--- config.mk ---
export PLATFORM = sky130hd
export DESIGN_NAME = rmw_uop_cracker
export DESIGN_NICKNAME = d
export VERILOG_FILES = /design/src/rtl/rmw_cracker_pkg.sv /design/src/rtl/rmw_tag_alloc.sv /design/src/rtl/rmw_uop_gen.sv /design/src/rtl/rmw_out_stage.sv /design/src/rtl/rmw_uop_cracker.sv
export SDC_FILE = /design/constraint.sdc
export NUM_CORES = 1
export LEC_CHECK = 0
export ABC_AREA = 1
export BUFFER_PORTS_ARGS = -buffer_cell sky130_fd_sc_hd__buf_2
export CORE_MARGIN = 2
export CORE_UTILIZATION = 30
export DETAILED_ROUTE_END_ITERATION = 6
export MAX_ROUTING_LAYER = met4
export SLEW_MARGIN = 30
export SYNTH_ARGS = -nofsm -noshare
export SYNTH_HDL_FRONTEND = slang
export SYNTH_SLANG_ARGS = --single-unit
--- constraint.sdc ---
create_clock -name clk_i -period 1.5 [get_ports clk_i]
set_clock_uncertainty 0.1 [all_clocks]
set_input_delay 0.225 -clock clk_i [delete_from_list [all_inputs] [get_ports clk_i]]
set_output_delay 0.225 -clock clk_i [all_outputs]
set_load 0.01 [all_outputs]
--- src/rtl/rmw_cracker_pkg.sv ---
package rmw_cracker_pkg;

  localparam int NUOP = 4;

  typedef enum logic [2:0] {
    UOP_LOAD    = 3'd0,
    UOP_ALU_INC = 3'd1,
    UOP_ALU_ADD = 3'd2,
    UOP_STA     = 3'd3,
    UOP_STD     = 3'd4
  } uop_e;

  // flag-write mask: bit1 carry, bit0 remaining arithmetic flags
  localparam logic [1:0] FLG_NONE = 2'b00;
  localparam logic [1:0] FLG_NOCF = 2'b01;
  localparam logic [1:0] FLG_ALL  = 2'b11;

  localparam int POS_LD  = 0;
  localparam int POS_ALU = 1;
  localparam int POS_STA = 2;
  localparam int POS_STD = 3;

endpackage

--- src/rtl/rmw_tag_alloc.sv ---
module rmw_tag_alloc #(
  parameter int SEQ_W = 3
) (
  input  logic             clk_i,
  input  logic             rst_ni,
  input  logic             adv_i,
  output logic [SEQ_W-1:0] seq_o
);

  logic [SEQ_W-1:0] seq_q;

  always_ff @(posedge clk_i or negedge rst_ni) begin
    if (!rst_ni) seq_q <= '0;
    else if (adv_i) seq_q <= seq_q + 1'b1;
  end

  assign seq_o = seq_q;

endmodule

--- src/rtl/rmw_uop_gen.sv ---
module rmw_uop_gen
  import rmw_cracker_pkg::*;
#(
  parameter int REG_W  = 4,
  parameter int SEQ_W  = 3,
  parameter int DISP_W = 8,
  parameter int IMM_W  = 8,
  localparam int TAG_W = SEQ_W + 2,
  localparam int ID_W  = (REG_W > TAG_W) ? REG_W : TAG_W
) (
  input  logic                             is_add_i,
  input  logic [REG_W-1:0]                 base_i,
  input  logic                             has_idx_i,
  input  logic [REG_W-1:0]                 idx_i,
  input  logic                             has_disp_i,
  input  logic [DISP_W-1:0]                disp_i,
  input  logic [IMM_W-1:0]                 imm_i,
  input  logic [SEQ_W-1:0]                 seq_i,
  output logic [NUOP-1:0][2:0]             type_o,
  output logic [NUOP-1:0][1:0]             flag_wr_o,
  output logic [NUOP-1:0][1:0]             src_vld_o,
  output logic [NUOP-1:0][1:0]             src_is_tag_o,
  output logic [NUOP-1:0][1:0][ID_W-1:0]   src_id_o,
  output logic [NUOP-1:0][TAG_W-1:0]       dst_tag_o,
  output logic [NUOP-1:0][1:0]             slot_o,
  output logic [NUOP-1:0]                  simple_am_o,
  output logic [1:0]                       slot_cnt_o,
  output logic [DISP_W-1:0]                disp_o,
  output logic [IMM_W-1:0]                 imm_o
);

  for (genvar g = 0; g < NUOP; g++) begin : g_uop
    assign dst_tag_o[g]   = {seq_i, 2'(g)};
    assign simple_am_o[g] = ~has_idx_i;
  end

  logic [ID_W-1:0] base_id, idx_id;
  assign base_id = ID_W'(base_i);
  assign idx_id  = has_idx_i ? ID_W'(idx_i) : '0;

  always_comb begin
    type_o[POS_LD]  = UOP_LOAD;
    type_o[POS_ALU] = is_add_i ? UOP_ALU_ADD : UOP_ALU_INC;
    type_o[POS_STA] = UOP_STA;
    type_o[POS_STD] = UOP_STD;

    flag_wr_o          = '0;
    flag_wr_o[POS_ALU] = is_add_i ? FLG_ALL : FLG_NOCF;

    // address uops: registers only
    src_vld_o[POS_LD]    = {has_idx_i, 1'b1};
    src_is_tag_o[POS_LD] = 2'b00;
    src_id_o[POS_LD]     = {idx_id, base_id};
    src_vld_o[POS_STA]    = {has_idx_i, 1'b1};
    src_is_tag_o[POS_STA] = 2'b00;
    src_id_o[POS_STA]     = {idx_id, base_id};

    // data chain: load -> alu -> store-data
    src_vld_o[POS_ALU]    = 2'b01;
    src_is_tag_o[POS_ALU] = 2'b01;
    src_id_o[POS_ALU]     = {ID_W'(0), ID_W'(dst_tag_o[POS_LD])};
    src_vld_o[POS_STD]    = 2'b01;
    src_is_tag_o[POS_STD] = 2'b01;
    src_id_o[POS_STD]     = {ID_W'(0), ID_W'(dst_tag_o[POS_ALU])};

    if (is_add_i) begin
      slot_o     = {2'd1, 2'd1, 2'd0, 2'd0};
      slot_cnt_o = 2'd2;
    end else begin
      slot_o     = {2'd2, 2'd2, 2'd1, 2'd0};
      slot_cnt_o = 2'd3;
    end

    imm_o  = is_add_i ? imm_i : IMM_W'(1);
    disp_o = has_disp_i ? disp_i : '0;
  end

endmodule

--- src/rtl/rmw_out_stage.sv ---
module rmw_out_stage #(
  parameter int W = 8
) (
  input  logic         clk_i,
  input  logic         rst_ni,
  input  logic         in_valid_i,
  output logic         in_ready_o,
  input  logic [W-1:0] in_data_i,
  output logic         out_valid_o,
  input  logic         out_ready_i,
  output logic [W-1:0] out_data_o
);

  logic         vld_q;
  logic [W-1:0] dat_q;

  assign in_ready_o = ~vld_q | out_ready_i;

  always_ff @(posedge clk_i or negedge rst_ni) begin
    if (!rst_ni) begin
      vld_q <= 1'b0;
      dat_q <= '0;
    end else if (in_ready_o) begin
      vld_q <= in_valid_i;
      if (in_valid_i) dat_q <= in_data_i;
    end
  end

  assign out_valid_o = vld_q;
  assign out_data_o  = dat_q;

endmodule

--- src/rtl/rmw_uop_cracker.sv ---
module rmw_uop_cracker
  import rmw_cracker_pkg::*;
#(
  parameter int REG_W  = 4,
  parameter int SEQ_W  = 3,
  parameter int DISP_W = 8,
  parameter int IMM_W  = 8,
  localparam int TAG_W = SEQ_W + 2,
  localparam int ID_W  = (REG_W > TAG_W) ? REG_W : TAG_W
) (
  input  logic                           clk_i,
  input  logic                           rst_ni,
  input  logic                           in_valid_i,
  output logic                           in_ready_o,
  input  logic                           in_is_add_i,
  input  logic [REG_W-1:0]               in_base_i,
  input  logic                           in_has_idx_i,
  input  logic [REG_W-1:0]               in_idx_i,
  input  logic                           in_has_disp_i,
  input  logic [DISP_W-1:0]              in_disp_i,
  input  logic [IMM_W-1:0]               in_imm_i,
  output logic                           out_valid_o,
  input  logic                           out_ready_i,
  output logic [3:0][2:0]                out_type_o,
  output logic [3:0][1:0]                out_flag_wr_o,
  output logic [3:0][1:0]                out_src_vld_o,
  output logic [3:0][1:0]                out_src_is_tag_o,
  output logic [3:0][1:0][ID_W-1:0]      out_src_id_o,
  output logic [3:0][TAG_W-1:0]          out_dst_tag_o,
  output logic [3:0][1:0]                out_slot_o,
  output logic [3:0]                     out_simple_am_o,
  output logic [1:0]                     out_slot_cnt_o,
  output logic [DISP_W-1:0]              out_disp_o,
  output logic [IMM_W-1:0]               out_imm_o
);

  typedef struct packed {
    logic [NUOP-1:0][2:0]           typ;
    logic [NUOP-1:0][1:0]           flg;
    logic [NUOP-1:0][1:0]           svld;
    logic [NUOP-1:0][1:0]           stag;
    logic [NUOP-1:0][1:0][ID_W-1:0] sid;
    logic [NUOP-1:0][TAG_W-1:0]     dst;
    logic [NUOP-1:0][1:0]           slot;
    logic [NUOP-1:0]                sam;
    logic [1:0]                     scnt;
    logic [DISP_W-1:0]              disp;
    logic [IMM_W-1:0]               imm;
  } grp_t;

  grp_t             grp_d, grp_q;
  logic [SEQ_W-1:0] seq;
  logic             accept;

  assign accept = in_valid_i & in_ready_o;

  rmw_tag_alloc #(.SEQ_W(SEQ_W)) u_tag (
    .clk_i (clk_i),
    .rst_ni(rst_ni),
    .adv_i (accept),
    .seq_o (seq)
  );

  rmw_uop_gen #(
    .REG_W (REG_W),
    .SEQ_W (SEQ_W),
    .DISP_W(DISP_W),
    .IMM_W (IMM_W)
  ) u_gen (
    .is_add_i    (in_is_add_i),
    .base_i      (in_base_i),
    .has_idx_i   (in_has_idx_i),
    .idx_i       (in_idx_i),
    .has_disp_i  (in_has_disp_i),
    .disp_i      (in_disp_i),
    .imm_i       (in_imm_i),
    .seq_i       (seq),
    .type_o      (grp_d.typ),
    .flag_wr_o   (grp_d.flg),
    .src_vld_o   (grp_d.svld),
    .src_is_tag_o(grp_d.stag),
    .src_id_o    (grp_d.sid),
    .dst_tag_o   (grp_d.dst),
    .slot_o      (grp_d.slot),
    .simple_am_o (grp_d.sam),
    .slot_cnt_o  (grp_d.scnt),
    .disp_o      (grp_d.disp),
    .imm_o       (grp_d.imm)
  );

  rmw_out_stage #(.W($bits(grp_t))) u_out (
    .clk_i      (clk_i),
    .rst_ni     (rst_ni),
    .in_valid_i (in_valid_i),
    .in_ready_o (in_ready_o),
    .in_data_i  (grp_d),
    .out_valid_o(out_valid_o),
    .out_ready_i(out_ready_i),
    .out_data_o (grp_q)
  );

  assign out_type_o       = grp_q.typ;
  assign out_flag_wr_o    = grp_q.flg;
  assign out_src_vld_o    = grp_q.svld;
  assign out_src_is_tag_o = grp_q.stag;
  assign out_src_id_o     = grp_q.sid;
  assign out_dst_tag_o    = grp_q.dst;
  assign out_slot_o       = grp_q.slot;
  assign out_simple_am_o  = grp_q.sam;
  assign out_slot_cnt_o   = grp_q.scnt;
  assign out_disp_o       = grp_q.disp;
  assign out_imm_o        = grp_q.imm;

endmodule

==> flow_summary_export.csv <==
group,metric,value,unit
clocking,cts_tree,"built",
critical_path,criticalPathCategory,"reg -> out",
power,p_leak,1.68,nW
routing,drtIter0Drc,45,
final_layout,design_area,0.00257,sq mm
synth,ys_types,15,
clocking,cts_buffer_depth,2,
job,max-cap-violations,0,
final_layout,layout-drive-gt1-share,35.2,%
status,outcome,"completed",
synth,synth_cells,297,
grt,grt_pass1_wl,6690,um
critical_path,required,1.17,ns
routing,wl_per_cell,9.52,um
place,place_area,0.00245,sq mm
synth,seq_area_frac_synth,38.8,%
critical_path,cp.arrival,1.10,ns
grt,antenna_found_initial,0,
critical_path,crit_fanout,16,
final_layout,n_antenna_cell,0,
place,io_buffers,113,
synth,syn-cell-area,0.00232,sq mm
clocking,insertion_delay,0.28,ns
final_layout,nets,395,
power,max-vdd-ir-drop,324,uV
die,die_width,92.0,um
routing,routed.top_layer,"met4",
timing,rsz0062_at_grt,"false",
synth,synth-seq-cells,36,
clocking,cts-buffers-inserted,5,
place,pre_cts_ws,0.297,ns
die,pin_count,159,
min_path,hold_path.class,"in -> reg",
timing,fmax,701,MHz
routing,wl_met2,2170,um
timing,finalCritPeriodShare,95.0,%
synth,yosysWarnings,0,
place,gp_congestion,0.684,
critical_path,cp-start-kind,"flip-flop",
timing,setup_viol,0,
grt,grt_pass1_vias,1399,
routing,firstDrtPassIters,4,
grt,grt_max_degree,36,
routing,num_vias,1763,
final_layout,syn2layout_area_growth,10.5,%
routing,antenna_left,0,
critical_path,end_kind,"primary output",
clocking,cts-root-buf,"clkbuf_8",
timing,layout_min_cycle_time,1.43,ns
die,coreArea,0.00761,sq mm
clocking,h-tree-depth,2,
timing,setup_ws,0.0743,ns
die,start_util,30.5,%
power,power_density,1110,mW/mm^2
routing,route.met3.wl,394,um
final_layout,final_cell_mix,"nand2_1 (113), buf_2 (113), conb_1 (45)",
die,dieArea,0.00846,sq mm
routing,routed_wl,4440,um
clocking,clk_pin_slew,0.07,ns
synth,syn_area_per_cell,7.82,sq um
die,die_height,92.0,um
routing,post-route-drc-count,0,
place,dp_hpwl,3230,um
routing,via_per_inst,3.78,
timing,hold_viol_final,0,
grt,grt_use_total,10.5,%
routing,detail_route.wirelength.met1,1800,um
timing,finalMaxSlewViolations,0,
timing,finalSetupTns,0,ns
die,rows,32,
grt,grt_overflow,0,
clocking,cts.sinks,36,
## worst paths after layout
kind | end | from | depth (start not counted) | slack [ns]
setup / recovery | in_ready_o | u_out.out_valid_o | 3 | 0.07
hold / removal | u_out.out_data_o[70] | in_base_i[0] | 3 | 0.07
setup reg to reg | u_out.out_data_o[15] | u_out.out_valid_o | 5 | 0.30
hold reg to reg | u_out.out_data_o[6] | u_out.out_data_o[6] | 2 | 0.38
max in group asynchronous | u_out.out_data_o[7] | rst_ni | 3 | 0.52
min in group asynchronous | u_out.out_data_o[84] | rst_ni | 2 | 0.32
## critical path, cell delays in order (launching register included)
cell	delay [ns]
dfrtp_1	0.39
nand2_2	0.12
buf_8	0.16
buf_2	0.14
## per-stage QoR
stage / power (mW) / utilization [%] / hold WS [ns] / std cells
global route: 3.04 / 33.8 / 0.0808 / 466
CTS: 2.89 / 33.6 / 0.0626 / 465
finish: 2.84 / 33.8 / 0.0748 / 466
detailed placement: 2.16 / 32.2 / 0.109 / 456
floorplan: 2.10 / - / -0.171 / 341
global placement: 2.14 / 32.2 / 0.106 / 456
## timing repair
action	CTS	global route
hold endpoints to repair	18	0
resized for setup	1	1
gates cloned	0	0
setup buffers	0	1
endpoints found under the setup margin	1	1
hold buffers	1	0
## layer usage
layer / global-route usage [%] / up-vias
li1: - / 872
met1: 12.1 / 783
met2: 17.8 / 101
met3: 2.30 / 7
met4: 4.10 / 0
met5: - / -
## flip-flops by register name, summed over array words and instances, names as in the netlist
name	count
u_out.out_valid_o	1
u_tag.seq_o	3
u_out.out_data_o	32
## synth_stat cells
library cell | count | share of area [%]
nand2_2 | 1 | 0.27
nand2_4 | 1 | 0.48
inv_1 | 24 | 3.9
nand2_1 | 113 | 18
buf_2 | 3 | 0.65
nand3_1 | 11 | 2.4
buf_4 | 96 | 31
a21oi_2 | 1 | 0.38
clkbuf_1 | 1 | 0.16
conb_1 | 1 | 0.16
ha_1 | 1 | 0.54
buf_6 | 4 | 1.9
dfrtp_1 | 36 | 39
nand3b_1 | 3 | 0.97
inv_2 | 1 | 0.16
## power breakdown
| part | internal [mW] | total, mW | switching, mW |
|---|---|---|---|
| clock network | 0.375 | 0.710 | 0.335 |
| logic | 0.363 | 0.889 | 0.525 |
| registers | 1.12 | 1.24 | 0.123 |
## final cells by class
type / count / area, sq um
inverters: 25 / 93.8
multi-input cells: 176 / 709
clock buffers: 8 / 90.1
flip-flops and latches: 36 / 901
repair buffers: 119 / 646
well taps: 102 / 128
fillers: 847 / 5040
## logic make-up (layout without fill, tap and decap cells)
| group | Yosys count | after routing | share of synthesized area (%) |
|---|---|---|---|
| AND/OR/NAND/NOR | 129 | 129 | 22.3 |
| buffers and inverters | 129 | 152 | 37.8 |
| flip-flops | 36 | 36 | 38.8 |
| adder cells (fa/ha/maj) | 1 | 1 | 0.538 |
| other | 1 | 45 | 0.161 |
| AO/OA/AOI/OAI | 1 | 1 | 0.377 |
(Power assumes the default switching activity.)
